### config.mk
export PLATFORM = sky130hd
export DESIGN_NAME = qdb_tracker
export DESIGN_NICKNAME = d
export VERILOG_FILES = /design/src/rtl/qdb_pkg.sv /design/src/rtl/qdb_decode.sv /design/src/rtl/qdb_qptr.sv /design/src/rtl/qdb_cqe_reg.sv /design/src/rtl/qdb_tracker.sv
export SDC_FILE = /design/constraint.sdc
export NUM_CORES = 1
export LEC_CHECK = 0
export BUFFER_PORTS_ARGS = -buffer_cell sky130_fd_sc_hd__clkbuf_2
export CORE_ASPECT_RATIO = 0.5
export CORE_UTILIZATION = 50
export CTS_CLUSTER_SIZE = 20
export DETAILED_ROUTE_END_ITERATION = 7
export PLACE_DENSITY = 0.89
export SLEW_MARGIN = 20
export SYNTH_ARGS = -nofsm -noshare
export SYNTH_HDL_FRONTEND = slang
export SYNTH_SLANG_ARGS = --single-unit
### constraint.sdc
create_clock -name clk -period 5.07 [get_ports clk]
set_input_delay 0.2535 -clock clk [delete_from_list [all_inputs] [get_ports clk]]
set_output_delay 0.2535 -clock clk [all_outputs]
set_load 0.02 [all_outputs]
### src/rtl/qdb_pkg.sv
package qdb_pkg;
  // Doorbell field layout (software depends on these positions)
  localparam int QN_LSB   = 0;
  localparam int QN_BITS  = 12;
  localparam int CMD_LSB  = 12;
  localparam int CMD_BITS = 4;
  localparam int CHK_LSB  = 16;
  localparam int CHK_BITS = 8;
  localparam int IDX_LSB  = 32;
  localparam int IDX_BITS = 16;

  localparam logic [CHK_BITS-1:0] DB_CHECK_BYTE = 8'h5A;

  // Completion descriptor last word
  localparam int CQE_W         = 32;
  localparam int CQE_PHASE_BIT = 0;
  localparam int CQE_SQH_LSB   = 16;

  typedef enum logic [CMD_BITS-1:0] {
    CMD_SQ_TAIL = 4'd0,
    CMD_CQ_HEAD = 4'd1
  } db_cmd_e;

  typedef struct packed {
    logic [QN_BITS-1:0]  qn;
    logic [CMD_BITS-1:0] cmd;
    logic [CHK_BITS-1:0] chk;
    logic [IDX_BITS-1:0] idx;
  } db_fields_t;
endpackage

### src/rtl/qdb_decode.sv
module qdb_decode
  import qdb_pkg::*;
#(
  parameter int NUM_Q = 4,
  parameter int DEPTH = 8,
  parameter int IDX_W = 3
) (
  input  logic             db_valid,
  input  logic [63:0]      db_data,
  output logic             acc_sq,
  output logic             acc_cq,
  output logic             reject,
  output logic [NUM_Q-1:0] qsel,
  output logic [IDX_W-1:0] idx
);
  localparam logic [QN_BITS-1:0]  QN_LIM  = QN_BITS'(NUM_Q);
  localparam logic [IDX_BITS-1:0] IDX_LIM = IDX_BITS'(DEPTH);

  db_fields_t f;
  logic       chk_ok;
  logic       qn_ok;
  logic       idx_ok;
  logic       is_sq;
  logic       is_cq;
  logic       all_ok;
  logic       unused_db_bits;

  always_comb begin
    f.qn  = db_data[QN_LSB  +: QN_BITS];
    f.cmd = db_data[CMD_LSB +: CMD_BITS];
    f.chk = db_data[CHK_LSB +: CHK_BITS];
    f.idx = db_data[IDX_LSB +: IDX_BITS];
  end

  // priority and reserved byte carry no meaning here
  assign unused_db_bits = ^{db_data[63:48], db_data[31:24]};

  always_comb begin
    chk_ok = (f.chk == DB_CHECK_BYTE);
    qn_ok  = (f.qn < QN_LIM);
    idx_ok = (f.idx < IDX_LIM);
    is_sq  = (f.cmd == CMD_SQ_TAIL);
    is_cq  = (f.cmd == CMD_CQ_HEAD);
    all_ok = chk_ok && qn_ok && idx_ok && (is_sq || is_cq);
    acc_sq = db_valid && all_ok && is_sq;
    acc_cq = db_valid && all_ok && is_cq;
    reject = db_valid && !all_ok;
    idx    = f.idx[IDX_W-1:0];
  end

  for (genvar i = 0; i < NUM_Q; i++) begin : g_qsel
    assign qsel[i] = (f.qn == QN_BITS'(i));
  end
endmodule

### src/rtl/qdb_qptr.sv
module qdb_qptr #(
  parameter int DEPTH = 8,
  parameter int IDX_W = 3
) (
  input  logic             clk,
  input  logic             rst_n,
  input  logic             tail_wr,
  input  logic             chead_wr,
  input  logic [IDX_W-1:0] wr_idx,
  input  logic             pop_req,
  input  logic             cpl_req,
  output logic [IDX_W-1:0] sq_tail,
  output logic [IDX_W-1:0] sq_head,
  output logic [IDX_W-1:0] cq_head,
  output logic [IDX_W-1:0] cq_wr,
  output logic             phase,
  output logic [IDX_W-1:0] pending
);
  localparam logic [IDX_W-1:0] LAST    = IDX_W'(DEPTH - 1);
  localparam logic [IDX_W:0]   DEPTH_X = (IDX_W + 1)'(DEPTH);

  logic [IDX_W-1:0] sq_tail_q, sq_tail_d;
  logic [IDX_W-1:0] sq_head_q, sq_head_d;
  logic [IDX_W-1:0] cq_head_q, cq_head_d;
  logic [IDX_W-1:0] cq_wr_q, cq_wr_d;
  logic             phase_q, phase_d;
  logic [IDX_W:0]   diff;
  logic             pop_ok;
  logic             sq_head_en;
  logic             cq_wr_en;

  function automatic logic [IDX_W-1:0] step(input logic [IDX_W-1:0] p);
    return (p == LAST) ? '0 : p + 1'b1;
  endfunction

  always_comb begin
    diff = {1'b0, sq_tail_q} - {1'b0, sq_head_q};
    if (sq_tail_q < sq_head_q) diff = diff + DEPTH_X;
  end
  assign pending = diff[IDX_W-1:0];

  assign pop_ok     = pop_req && (pending != '0);
  assign sq_head_en = pop_ok;
  assign cq_wr_en   = cpl_req;

  always_comb begin
    sq_tail_d = tail_wr  ? wr_idx : sq_tail_q;
    cq_head_d = chead_wr ? wr_idx : cq_head_q;
    sq_head_d = step(sq_head_q);
    cq_wr_d   = step(cq_wr_q);
    phase_d   = (cq_wr_q == LAST) ? ~phase_q : phase_q;
  end

  always_ff @(posedge clk or negedge rst_n) begin
    if (!rst_n) begin
      sq_tail_q <= '0;
      cq_head_q <= '0;
    end else begin
      sq_tail_q <= sq_tail_d;
      cq_head_q <= cq_head_d;
    end
  end

  always_ff @(posedge clk or negedge rst_n) begin
    if (!rst_n) begin
      sq_head_q <= '0;
    end else if (sq_head_en) begin
      sq_head_q <= sq_head_d;
    end
  end

  always_ff @(posedge clk or negedge rst_n) begin
    if (!rst_n) begin
      cq_wr_q <= '0;
      phase_q <= 1'b1;
    end else if (cq_wr_en) begin
      cq_wr_q <= cq_wr_d;
      phase_q <= phase_d;
    end
  end

  assign sq_tail = sq_tail_q;
  assign sq_head = sq_head_q;
  assign cq_head = cq_head_q;
  assign cq_wr   = cq_wr_q;
  assign phase   = phase_q;
endmodule

### src/rtl/qdb_cqe_reg.sv
module qdb_cqe_reg
  import qdb_pkg::*;
#(
  parameter int QSEL_W = 2,
  parameter int IDX_W  = 3
) (
  input  logic              clk,
  input  logic              rst_n,
  input  logic              load,
  input  logic [QSEL_W-1:0] qn_in,
  input  logic [IDX_W-1:0]  slot_in,
  input  logic              phase_in,
  input  logic [IDX_W-1:0]  sqh_in,
  output logic              cqe_valid,
  output logic [QSEL_W-1:0] cqe_qn,
  output logic [IDX_W-1:0]  cqe_slot,
  output logic [CQE_W-1:0]  cqe_word
);
  logic              valid_q;
  logic [QSEL_W-1:0] qn_q;
  logic [IDX_W-1:0]  slot_q;
  logic [CQE_W-1:0]  word_q, word_d;

  always_comb begin
    word_d                          = '0;
    word_d[CQE_PHASE_BIT]           = phase_in;
    word_d[CQE_SQH_LSB +: IDX_W]    = sqh_in;
  end

  always_ff @(posedge clk or negedge rst_n) begin
    if (!rst_n) valid_q <= 1'b0;
    else        valid_q <= load;
  end

  always_ff @(posedge clk or negedge rst_n) begin
    if (!rst_n) begin
      qn_q   <= '0;
      slot_q <= '0;
      word_q <= '0;
    end else if (load) begin
      qn_q   <= qn_in;
      slot_q <= slot_in;
      word_q <= word_d;
    end
  end

  assign cqe_valid = valid_q;
  assign cqe_qn    = qn_q;
  assign cqe_slot  = slot_q;
  assign cqe_word  = word_q;
endmodule

### src/rtl/qdb_tracker.sv
module qdb_tracker
  import qdb_pkg::*;
#(
  parameter int NUM_Q = 4,
  parameter int DEPTH = 8,
  parameter int CNT_W = 16,
  localparam int QSEL_W = (NUM_Q > 1) ? $clog2(NUM_Q) : 1,
  localparam int IDX_W  = $clog2(DEPTH)
) (
  input  logic              clk,
  input  logic              rst_n,
  input  logic              db_valid,
  input  logic [63:0]       db_data,
  input  logic              sq_pop,
  input  logic [QSEL_W-1:0] sq_pop_qn,
  input  logic              cpl_valid,
  input  logic [QSEL_W-1:0] cpl_qn,
  output logic              cqe_valid,
  output logic [QSEL_W-1:0] cqe_qn,
  output logic [IDX_W-1:0]  cqe_slot,
  output logic [31:0]       cqe_word,
  output logic              err_flag,
  output logic [CNT_W-1:0]  db_count,
  input  logic [QSEL_W-1:0] stat_qn,
  output logic [IDX_W-1:0]  stat_sq_tail,
  output logic [IDX_W-1:0]  stat_sq_head,
  output logic [IDX_W-1:0]  stat_cq_head,
  output logic [IDX_W-1:0]  stat_cq_wr,
  output logic              stat_phase,
  output logic [IDX_W-1:0]  stat_pending
);
  localparam int QSLOTS = 1 << QSEL_W;

  // reset: asserted asynchronously, released on a clock edge
  logic [1:0] rst_sync_q;
  logic       rst_core_n;
  always_ff @(posedge clk or negedge rst_n) begin
    if (!rst_n) rst_sync_q <= 2'b00;
    else        rst_sync_q <= {rst_sync_q[0], 1'b1};
  end
  assign rst_core_n = rst_sync_q[1];

  // doorbell decode
  logic             acc_sq, acc_cq, reject;
  logic [NUM_Q-1:0] qsel;
  logic [IDX_W-1:0] db_idx;

  qdb_decode #(.NUM_Q(NUM_Q), .DEPTH(DEPTH), .IDX_W(IDX_W)) u_dec (
    .db_valid (db_valid),
    .db_data  (db_data),
    .acc_sq   (acc_sq),
    .acc_cq   (acc_cq),
    .reject   (reject),
    .qsel     (qsel),
    .idx      (db_idx)
  );

  // per-queue state
  logic [IDX_W-1:0] tail_a [QSLOTS];
  logic [IDX_W-1:0] head_a [QSLOTS];
  logic [IDX_W-1:0] chd_a  [QSLOTS];
  logic [IDX_W-1:0] cwr_a  [QSLOTS];
  logic [IDX_W-1:0] pend_a [QSLOTS];
  logic             ph_a   [QSLOTS];
  logic [QSLOTS-1:0] q_live;

  for (genvar i = 0; i < QSLOTS; i++) begin : g_q
    if (i < NUM_Q) begin : g_live
      assign q_live[i] = 1'b1;
      qdb_qptr #(.DEPTH(DEPTH), .IDX_W(IDX_W)) u_ptr (
        .clk      (clk),
        .rst_n    (rst_core_n),
        .tail_wr  (acc_sq && qsel[i]),
        .chead_wr (acc_cq && qsel[i]),
        .wr_idx   (db_idx),
        .pop_req  (sq_pop && (sq_pop_qn == QSEL_W'(i))),
        .cpl_req  (cpl_valid && (cpl_qn == QSEL_W'(i))),
        .sq_tail  (tail_a[i]),
        .sq_head  (head_a[i]),
        .cq_head  (chd_a[i]),
        .cq_wr    (cwr_a[i]),
        .phase    (ph_a[i]),
        .pending  (pend_a[i])
      );
    end else begin : g_pad
      assign q_live[i] = 1'b0;
      assign tail_a[i] = '0;
      assign head_a[i] = '0;
      assign chd_a[i]  = '0;
      assign cwr_a[i]  = '0;
      assign ph_a[i]   = 1'b0;
      assign pend_a[i] = '0;
    end
  end

  // completion descriptor
  logic cpl_ok;
  assign cpl_ok = cpl_valid && q_live[cpl_qn];

  qdb_cqe_reg #(.QSEL_W(QSEL_W), .IDX_W(IDX_W)) u_cqe (
    .clk       (clk),
    .rst_n     (rst_core_n),
    .load      (cpl_ok),
    .qn_in     (cpl_qn),
    .slot_in   (cwr_a[cpl_qn]),
    .phase_in  (ph_a[cpl_qn]),
    .sqh_in    (head_a[cpl_qn]),
    .cqe_valid (cqe_valid),
    .cqe_qn    (cqe_qn),
    .cqe_slot  (cqe_slot),
    .cqe_word  (cqe_word)
  );

  // accepted-doorbell counter and sticky error
  logic [CNT_W-1:0] cnt_q, cnt_d;
  logic             cnt_en;
  logic             err_q, err_d;

  assign cnt_en = acc_sq || acc_cq;
  assign cnt_d  = cnt_q + 1'b1;
  assign err_d  = err_q || reject;

  always_ff @(posedge clk or negedge rst_core_n) begin
    if (!rst_core_n)  cnt_q <= '0;
    else if (cnt_en)  cnt_q <= cnt_d;
  end

  always_ff @(posedge clk or negedge rst_core_n) begin
    if (!rst_core_n) err_q <= 1'b0;
    else             err_q <= err_d;
  end

  assign db_count = cnt_q;
  assign err_flag = err_q;

  // status read
  assign stat_sq_tail = tail_a[stat_qn];
  assign stat_sq_head = head_a[stat_qn];
  assign stat_cq_head = chd_a[stat_qn];
  assign stat_cq_wr   = cwr_a[stat_qn];
  assign stat_phase   = ph_a[stat_qn];
  assign stat_pending = pend_a[stat_qn];
endmodule

==> flow_summary.toml, run 1 <==
[outcome]
status = "complete, no violations"

[worst_setup_path]
r2r-start = "g_q[3].g_live.u_ptr.sq_head[0]"
crit_slowest_cell = "mux4_2"
crit_fanout = 6
worstSetupStartpoint = "g_q[3].g_live.u_ptr.sq_head[0]"
crit_required_ns = 4.82
critical_path_class = "flop to primary output"
cp-start-kind = "flop"
cpPeakStageDelay_ns = 0.48
path_common_cell = "xnor2_1"
crit_path_end_kind = "primary output"
arrival_ns = 2.42
reg2reg_depth = 6
cp_cell_sequence = "ha_1, fa_1, xnor2_1, xnor2_1, mux4_2, clkbuf_2"

[power]
peakVddDrop_uv = 167.5
report.power.total_mw = 1.855
leakage_nw = 2.927
pwr_density_cell_nw_per_um2 = 321.4

[routing]
wire_per_inst_um = 16.32
drt_iter0_drc = 157
drc = 0
drtPass1Iterations = 4
ant_nets = 0
vias_per_cell = 5.457
vias = 3329
routed_wl_um = 9955

[layout]
final.fill_count = 737
final_nets = 570
fin_area_um2 = 5771
utilization_pct = 60.49
drive_above_1_share_pct = 42.11
antennaDiodeCount = 0
syn_to_final_growth_pct = 16.44

[cts]
clkTransAtPathRegs_ns = 0.06
cts_resized = 0
cts-root-buf = "clkbuf_16"
cts_tree = "done"
clock-sinks = 81
clock_latency_ns = 0.34
cts_buffers = 9
htree_levels = 3
clock_path_buffers = 2

[yosys]
synthTopCellsByArea = "dfrtp_1, mux4_2, mux2_2, ha_1, mux2_1"
yosysSeqAreaShare_pct = 41.00
netlist_area_um2 = 4956
synthArstFlopShare_pct = 100.0
synth_area_per_cell_um2 = 13.11
ys.flop_type = "dfrtp_1"
netlist.area_leader.share_pct = 38.88
synth_largest_area_cell = "dfrtp_1"
synth-warning-count = 0
synth_edf_count = 0
syn_inst = 378
synth_seq_cells = 81
synth_cell_type_count = 47
synthMostInstantiatedCell = "dfrtp_1"
yosys-top-cells-count = "dfrtp_1, buf_4, mux2_2"

[die]
core_region_area_um2 = 9540
start_util_pct = 51.95
die_width_um = 142.8
ioPinCount = 146
die_height_um = 72.40
row_count = 25
die_area_um2 = 10340

[sta]
final_max_slew_viol_count = 0
fin_hold_ws_ns = 0.1719
worst_pin_slew_ns = 1.032
fin_crit_sh_pct = 52.76
post-route-min-period_ns = 2.675
rsz0062_at_grt = "false"
fmax_mhz = 373.8
setup-tns-final_ns = 0
finalHoldViolCount = 0
relSlewSlack_pct = 31.02
setup_viol = 0
clock_skew_ns = 0.007588

[global_route]
grt_pass1_wl_um = 16730
grt_max_degree = 80
grt_pass1_vias = 3308
antenna_found_initial = 0
grt_overflow = 0
track_usage_pct = 21.29

[placement]
place_area_um2 = 5405
portBuffers = 93
gp_congestion = 0.8540
hpwl_um = 7190

[flow_run]
maxCapViolations = 0

[min_path]
whs_path_depth = 3
hp-start = "db_valid"
hold_class = "input port to flop"
## where the power goes
group | internal [mW] | switching, mW | total (mW) | leakage, nW
logic | 0.165 | 0.167 | 0.333 | 1.69
registers | 0.731 | 0.0774 | 0.808 | 1.07
clock network | 0.437 | 0.276 | 0.713 | 0.162
total | 1.33 | 0.521 | 1.85 | 2.93
## path summary, 6_finish.rpt
kind,end,slack (ns)
worst min-delay path,err_flag,0.17
worst max register to register,g_q[3].g_live.u_ptr.sq_head[0],2.76
min in group asynchronous,rst_sync_q[1],0.23
max in group asynchronous,g_q[0].g_live.u_ptr.phase,4.13
worst max-delay path,stat_pending[2],2.39
worst min register to register,g_q[0].g_live.u_ptr.sq_tail[0],0.28
## critical path, delay by kind of cell (launching register included)
family	cells	cell delay [ns]
adder cells (fa/ha/maj)	2	0.66
multiplexers	1	0.48
flip-flops	1	0.46
buffers and inverters	1	0.17
XOR/XNOR	2	0.31
## placed cells by master, fill, tap and decap left out, drive strengths merged, types with 2 or more instances in the layout
master	Yosys	routed
clkbuf	2	102
dfrtp	77	77
mux2	50	50
conb	2	29
mux4	23	23
ha	21	21
nand2	19	19
nor4	17	17
nor3	17	17
xor2	16	16
inv	14	16
xnor2	11	11
nand3	9	9
nand4	9	9
nor2	7	7
nand2b	4	4
o21ai	4	4
o2111ai	4	4
fa	4	4
dfstp	4	4
nand4b	4	4
a21o	3	3
nor2b	3	3
clkinv	0	3
and4bb	2	2
nand4bb	2	2
bufinv	0	2
nor4b	2	2
## per-stage QoR
stage | instances | setup slack, ns
6_report | 610 | 2.395
3_3_place_gp | 592 | 2.514
3_5_place_dp | 592 | 2.450
5_1_grt | 610 | 2.328
4_1_cts | 609 | 2.393
2_1_floorplan | 405 | 2.654
## what timing repair did
item,4_1_cts,5_1_grt
endpoints found under the hold margin,2,0
setup buffers,0,0
hold buffers,1,0
setup endpoints to repair,0,0
## state kept, by name, summed over array words and instances (netlist names)
name and cells:
u_cqe.cqe_slot 3, u_cqe.cqe_word 4, u_cqe.cqe_valid 1, g_q.g_live.u_ptr.cq_wr 12
g_q.g_live.u_ptr.sq_tail 12, g_q.g_live.u_ptr.sq_head 12, g_q.g_live.u_ptr.phase 4, db_count 16
u_cqe.cqe_qn 2, g_q.g_live.u_ptr.cq_head 12, err_flag 1, rst_sync_q 2
## area by class of cell
cell class | instances | area (µm²) | share of cell area (%)
inverters | 14 | 52.55 | 0.9107
well taps | 135 | 168.9 | 2.927
repair buffers | 95 | 503.0 | 8.716
flip-flops and latches | 81 | 2036 | 35.28
multi-input cells | 269 | 2683 | 46.49
clock inverters | 7 | 102.6 | 1.778
clock buffers | 9 | 225.2 | 3.903
## logic make-up (layout without fill, tap and decap cells)
family,count (synthesis),in the layout,synth area share [%]
buf+inv,55,125,6.917
mux,73,73,21.81
other cells,2,29,0.1515
xor+xnor,27,27,4.771
compound gates,12,12,1.717
flops,81,81,41.00
fa+ha+maj,25,25,6.917
simple gates,103,103,16.71
## layer usage
metal / global-route usage [%] / part of all wire [%] / vias to the layer above
met4: 7.527 / 1.4 / 0
met2: 35.62 / 49 / 129
li1: - / - / 1529
met1: 27.19 / 44 / 1657
met3: 5.413 / 5.4 / 14
met5: 0 / 0 / -
(Power assumes the default switching activity.)
==> run 2, diff against run 1 <==
==> constraint.sdc (replaced) <==
create_clock -name clk -period 2.75 [get_ports clk]
set_input_delay 0.1375 -clock clk [delete_from_list [all_inputs] [get_ports clk]]
set_output_delay 0.1375 -clock clk [all_outputs]
set_load 0.02 [all_outputs]
==> run 2 against run 1 <==
Net effect: utilization fell by 0.26 points; hold slack got worse by 0.11 ns; power rose by 74%; register-to-register slack got worse by 2.4 ns; global-route usage fell by 0.33 points; combinational power rose by 86%; setup slack got worse by 2.3 ns; clock power rose by 58%; sequential power rose by 84%; first-iteration DRC count fell by 28%; sequential share of layout area rose by 0.15 points; flip-flop and latch count did not move.
==> flow_summary.toml, run 2 (synthesis results as in run 1) <==
[global_route]
antenna_found_initial = 0
grt_overflow = 0
grt_pass1_vias = 3288
grt_pass1_wl_um = 16450
track_usage_pct = 20.96
grt_max_degree = 80

[worst_setup_path]
crit_required_ns = 2.61
crit_path_end_kind = "primary output"
r2r-start = "g_q[3].g_live.u_ptr.sq_head[0]"
cp-start-kind = "flop"
cp_cell_sequence = "ha_1, fa_1, xnor2_1, xnor2_1, mux4_2, clkbuf_2"
r2r_slack_ns = 0.39
arrival_ns = 2.49
worstSetupStartpoint = "g_q[3].g_live.u_ptr.sq_head[0]"
crit_slowest_cell = "mux4_2"
reg2reg_depth = 6
crit_fanout = 6
critical_path_class = "flop to primary output"
cpPeakStageDelay_ns = 0.49
path_common_cell = "xnor2_1"
rr_endpoint = "g_q[3].g_live.u_ptr.sq_head[2]"

[routing]
vias = 3291
vias_per_cell = 5.369
routed_wl_um = 9793
drc = 0
drtPass1Iterations = 4
ant_nets = 0
wire_per_inst_um = 15.98
drt_iter0_drc = 113

[power]
pwr_density_cell_nw_per_um2 = 562.9
internal_power_mw = 2.270
p_seq_share_pct = 46.0
combinationalPowerShare_pct = 19.1
p_clk_share_pct = 34.9
peakVddDrop_uv = 300.5
swShare_pct = 29.81
leakage_nw = 2.900
p_sw_uw = 964.2

[layout]
final_cell_mix = "clkbuf_2, dfrtp_1, conb_1, mux2_2, mux4_2"
antennaDiodeCount = 0
largest_register_ffs = 16
utilization_pct = 60.22
final_common_cell = "clkbuf_2"
final_cells = 613
syn_to_final_growth_pct = 15.93
drive_above_1_share_pct = 42.47
final_nets = 573

[sta]
worst_pin_slew_ns = 0.7018
rsz0062_at_grt = "false"
post-route-min-period_ns = 2.626
setup_viol = 0
fmax_mhz = 380.8
finalHoldViolCount = 0
setup-tns-final_ns = 0
fin_crit_sh_pct = 95.49
clock_skew_ns = 0.002804
relSlewSlack_pct = 52.78
final_max_slew_viol_count = 0

[min_path]
hold-path-endpoint = "err_flag"
whs_path_depth = 3
hold_class = "input port to flop"
hp-start = "db_valid"

[die]
die_width_um = 142.8
die_area_um2 = 10340
ioPinCount = 146
start_util_pct = 51.95
row_count = 25
die_height_um = 72.40
core_region_area_um2 = 9540

[placement]
dp_cells = 595
hpwl_um = 7249
portBuffers = 93
gp_congestion = 0.8631

[outcome]
status = "complete, no violations"

[cts]
cts-root-buf = "clkbuf_16"
clock-sinks = 81
htree_levels = 3
clock_path_buffers = 2
cts_resized = 0
cts_buffers = 9
clock_latency_ns = 0.33
clkTransAtPathRegs_ns = 0.06
cts_tree = "done"

[flow_run]
maxCapViolations = 0
run 2: changes by cell type in the layout (fill, tap and decap cells not counted), moves of 2 or more:
cell	delta
bufinv_16	-2
clkinv_4	-2
clkinvlp_4	+5
buf_4	+3
run 2: worst max-delay path: cells and delay by family, from the launching register on:
family	cells	cell delay [ns]
adders and majority gates	2	0.64
muxes	1	0.49
DFF	1	0.46
xor gates and xnor gates	2	0.39
buffers and inverters	1	0.17
run 2: worst max path at each step:
| stage | end | slack (ns) | depth (start not counted) |
|---|---|---|---|
| after floorplan | db_count[0] | 0.33 | 0 |
| after global placement | g_q[3].g_live.u_ptr.sq_head[0] | 0.57 | 6 |
| after detailed placement | g_q[3].g_live.u_ptr.sq_head[2] | 0.38 | 6 |
| after CTS | stat_pending[2] | 0.11 | 6 |
| after global routing | stat_pending[2] | 0.06 | 6 |
| final | stat_pending[2] | 0.12 | 6 |
run 2: through the flow:
stage	setup slack (ns)	power [mW]	hold slack, ns	cell area, µm²
4_1_cts	0.1097	3.272	0.05376	5718
6_report	0.1239	3.234	0.05882	5746
5_1_grt	0.06369	3.420	0.06307	5746
3_3_place_gp	0.5724	2.077	-0.07716	5428
3_5_place_dp	0.3837	2.123	-0.07522	5428
2_1_floorplan	0.3340	1.944	-0.1581	5057
run 2: layout make-up:
| type | instances | area, µm² |
|---|---|---|
| Fill cell | 735 | 3795 |
| Multi-Input combinational cell | 269 | 2683 |
| Sequential cell | 81 | 2036 |
| Timing Repair Buffer | 98 | 525.5 |
| Clock buffer | 9 | 225.2 |
| Tap cell | 135 | 168.9 |
| Clock inverter | 7 | 55.05 |
| Inverter | 14 | 52.55 |
run 2: power by group through the flow:
stage / Combinational (mW) / Sequential, mW / Clock (mW)
2_1_floorplan: 0.431 / 1.51 / 0
3_3_place_gp: 0.570 / 1.51 / 0
3_5_place_dp: 0.597 / 1.53 / 0
4_1_cts: 0.608 / 1.51 / 1.16
5_1_grt: 0.696 / 1.51 / 1.21
6_report: 0.619 / 1.49 / 1.13
run 2: per-layer routing:
metal | GRT usage (%) | wire length [µm] | part of all wire (%)
met1 | 26.19 | 4270 | 44
met2 | 36.11 | 4936 | 50
met5 | 0 | 0 | 0
met3 | 5.875 | 476 | 4.9
met4 | 5.735 | 109 | 1.1
run 2: repair_timing:
action	4_1_cts	5_1_grt
hold buffers	1	0
setup endpoints to repair	0	0
setup buffers	0	0
hold endpoints to repair	2	0
==> run 3, diff against run 2 <==
--- a/config.mk
+++ b/config.mk
@@ -10,7 +10,9 @@
 export CORE_UTILIZATION = 50
 export CTS_CLUSTER_SIZE = 20
 export DETAILED_ROUTE_END_ITERATION = 7
+export HOLD_SLACK_MARGIN = 0.15
 export PLACE_DENSITY = 0.89
+export RECOVER_POWER = 25
 export SLEW_MARGIN = 20
 export SYNTH_ARGS = -nofsm -noshare
 export SYNTH_HDL_FRONTEND = slang
==> run 3 against run 2 <==
Net effect: sequential power barely moved; combinational power increased by 0.8%; final cell count up 0.82%; critical path type unchanged; count of clock-buffer cells in the layout stayed put; critical path depth unchanged; cell area is 0.78% higher; setup slack hardly changed; die area unchanged; clock skew barely moved; global-route usage is 0.13 points higher; largest power group unchanged; critical endpoint unchanged; power grew 0.14%.
==> flow_summary.toml, run 3 (synthesis results as in run 1) <==
[sta]
setup-tns-final_ns = 0
rsz0062_at_grt = "false"
fmax_mhz = 380.8
post-route-min-period_ns = 2.626
worst_pin_slew_ns = 1.108
setup_viol = 0
final.setup.worst_slack_ns = 0.1239
final_max_slew_viol_count = 0
fin_crit_sh_pct = 95.49
clock_skew_ns = 0.002867
finalHoldViolCount = 0
relSlewSlack_pct = 26.14

[power]
leakage_nw = 2.919
peakVddDrop_uv = 300.5
pwr_density_cell_nw_per_um2 = 559.3

[worst_setup_path]
cp_top_family = "adder cells"
r2r-start = "g_q[3].g_live.u_ptr.sq_head[0]"
crit_slowest_cell = "mux4_2"
critical_path_class = "flop to primary output"
path_common_cell = "xnor2_1"
rr_endpoint = "g_q[3].g_live.u_ptr.sq_head[2]"
crit_buf_inv = 1
cp_cell_sequence = "ha_1, fa_1, xnor2_1, xnor2_1, mux4_2, clkbuf_2"
cp-start-kind = "flop"
r2r_slack_ns = 0.39
crit_path_end_kind = "primary output"
reg2reg_depth = 6
arrival_ns = 2.49
cpPeakStageDelay_ns = 0.49
crit_required_ns = 2.61
crit_fanout = 6

[cts]
htree_levels = 3
clock_latency_ns = 0.33
cts-root-buf = "clkbuf_16"
clock_path_buffers = 2
clkTransAtPathRegs_ns = 0.06
cts_tree = "done"
clock-sinks = 81
post_cts_buffers = 0
cts_buffers = 9

[flow_run]
maxCapViolations = 0

[global_route]
grt_overflow = 0
track_usage_pct = 21.09
grt_pass1_vias = 3307
grt_pass1_wl_um = 16550
antenna_found_initial = 0
grt_max_degree = 80

[routing]
routed_wl_um = 9841
ant_nets = 0
drc = 0
drtPass1Iterations = 4
vias = 3319
drt_iter0_drc = 114
wire_per_inst_um = 15.92
vias_per_cell = 5.371

[placement]
hpwl_um = 7249
portBuffers = 93
gp_congestion = 0.8631
place_ws_ns = 0.3837
dp_cells = 595

[die]
die_width_um = 142.8
die_height_um = 72.40
core_region_area_um2 = 9540
start_util_pct = 51.95
ioPinCount = 146
die_area_um2 = 10340
row_count = 25

[layout]
multiInputGateArea_um2 = 2683
antennaDiodeCount = 0
syn_to_final_growth_pct = 16.84
regArea_um2 = 2032
final_cells = 618
final_cell_mix = "clkbuf_2, dfrtp_1, conb_1, mux2_2, mux4_2"
final_nets = 578
final_common_cell = "clkbuf_2"
final.fill_count = 732
drive_above_1_share_pct = 41.61
largest_register_ffs = 16

[min_path]
hold-path-endpoint = "err_flag"
whs_path_depth = 4
hold_class = "input port to flop"
hp-start = "db_data[13]"

[outcome]
status = "complete, no violations"
[run 3: through the flow]
| step | hold slack [ns] | power, mW | utilization [%] | cell area [µm²] |
|---|---|---|---|---|
| floorplan | -0.1581 | 1.944 | - | 5057 |
| global placement | -0.07716 | 2.077 | 56.89 | 5428 |
| detailed placement | -0.07522 | 2.123 | 56.89 | 5428 |
| CTS | 0.1762 | 3.277 | 60.46 | 5768 |
| global route | 0.2662 | 3.425 | 60.70 | 5791 |
| finish | 0.2488 | 3.239 | 60.70 | 5791 |
[run 3: routing by layer]
layer  global-route usage (%)  vias up  share of wire [%]  routed length (µm)
met5                        0        -                  0                   0
met4                    6.093        0                1.3                 127
met3                    5.809       15                5.0                 490
met2                    36.44      111                 51                4985
met1                    26.24     1649                 43                4237
li1                         -     1544                  -                   -
[run 3: power breakdown]
part | switching [mW] | internal, mW | leakage, nW
registers | 0.140 | 1.35 | 1.08
logic | 0.315 | 0.309 | 1.72
clock network | 0.510 | 0.617 | 0.121
[run 3: cell type report]
class	instances	share of cell area, %
Clock inverter	7	0.9507
Clock buffer	9	3.889
Timing Repair Buffer	103	9.918
Multi-Input combinational cell	269	46.33
Tap cell	135	2.917
Inverter	14	0.9075
Sequential cell	81	35.09
[run 3: worst register-to-register path, cell delays in order (launching register included)]
cell and delay (ns):
dfrtp_1 0.46, ha_1 0.25, fa_1 0.39, xnor2_1 0.25, xnor2_1 0.14, o2111ai_1 0.37
mux2_2 0.39
[run 3: how the worst max path moves through the flow]
stage                                         startpoint                             end  slack [ns]  cells past startpoint
after detailed placement  g_q[3].g_live.u_ptr.sq_head[0]  g_q[3].g_live.u_ptr.sq_head[2]        0.38                      6
after CTS                 g_q[3].g_live.u_ptr.sq_head[0]                 stat_pending[2]        0.11                      6
after global routing      g_q[3].g_live.u_ptr.sq_head[0]                 stat_pending[2]        0.06                      6
after global placement    g_q[3].g_live.u_ptr.sq_head[0]  g_q[3].g_live.u_ptr.sq_head[0]        0.57                      6
after floorplan                            rst_sync_q[1]                     db_count[0]        0.33                      0
final                     g_q[3].g_live.u_ptr.sq_head[0]                 stat_pending[2]        0.12                      6
[run 3: repair_timing]
action                    CTS  global route
hold endpoints to repair   19             0
hold buffers                6             0
gates resized for setup     0             0
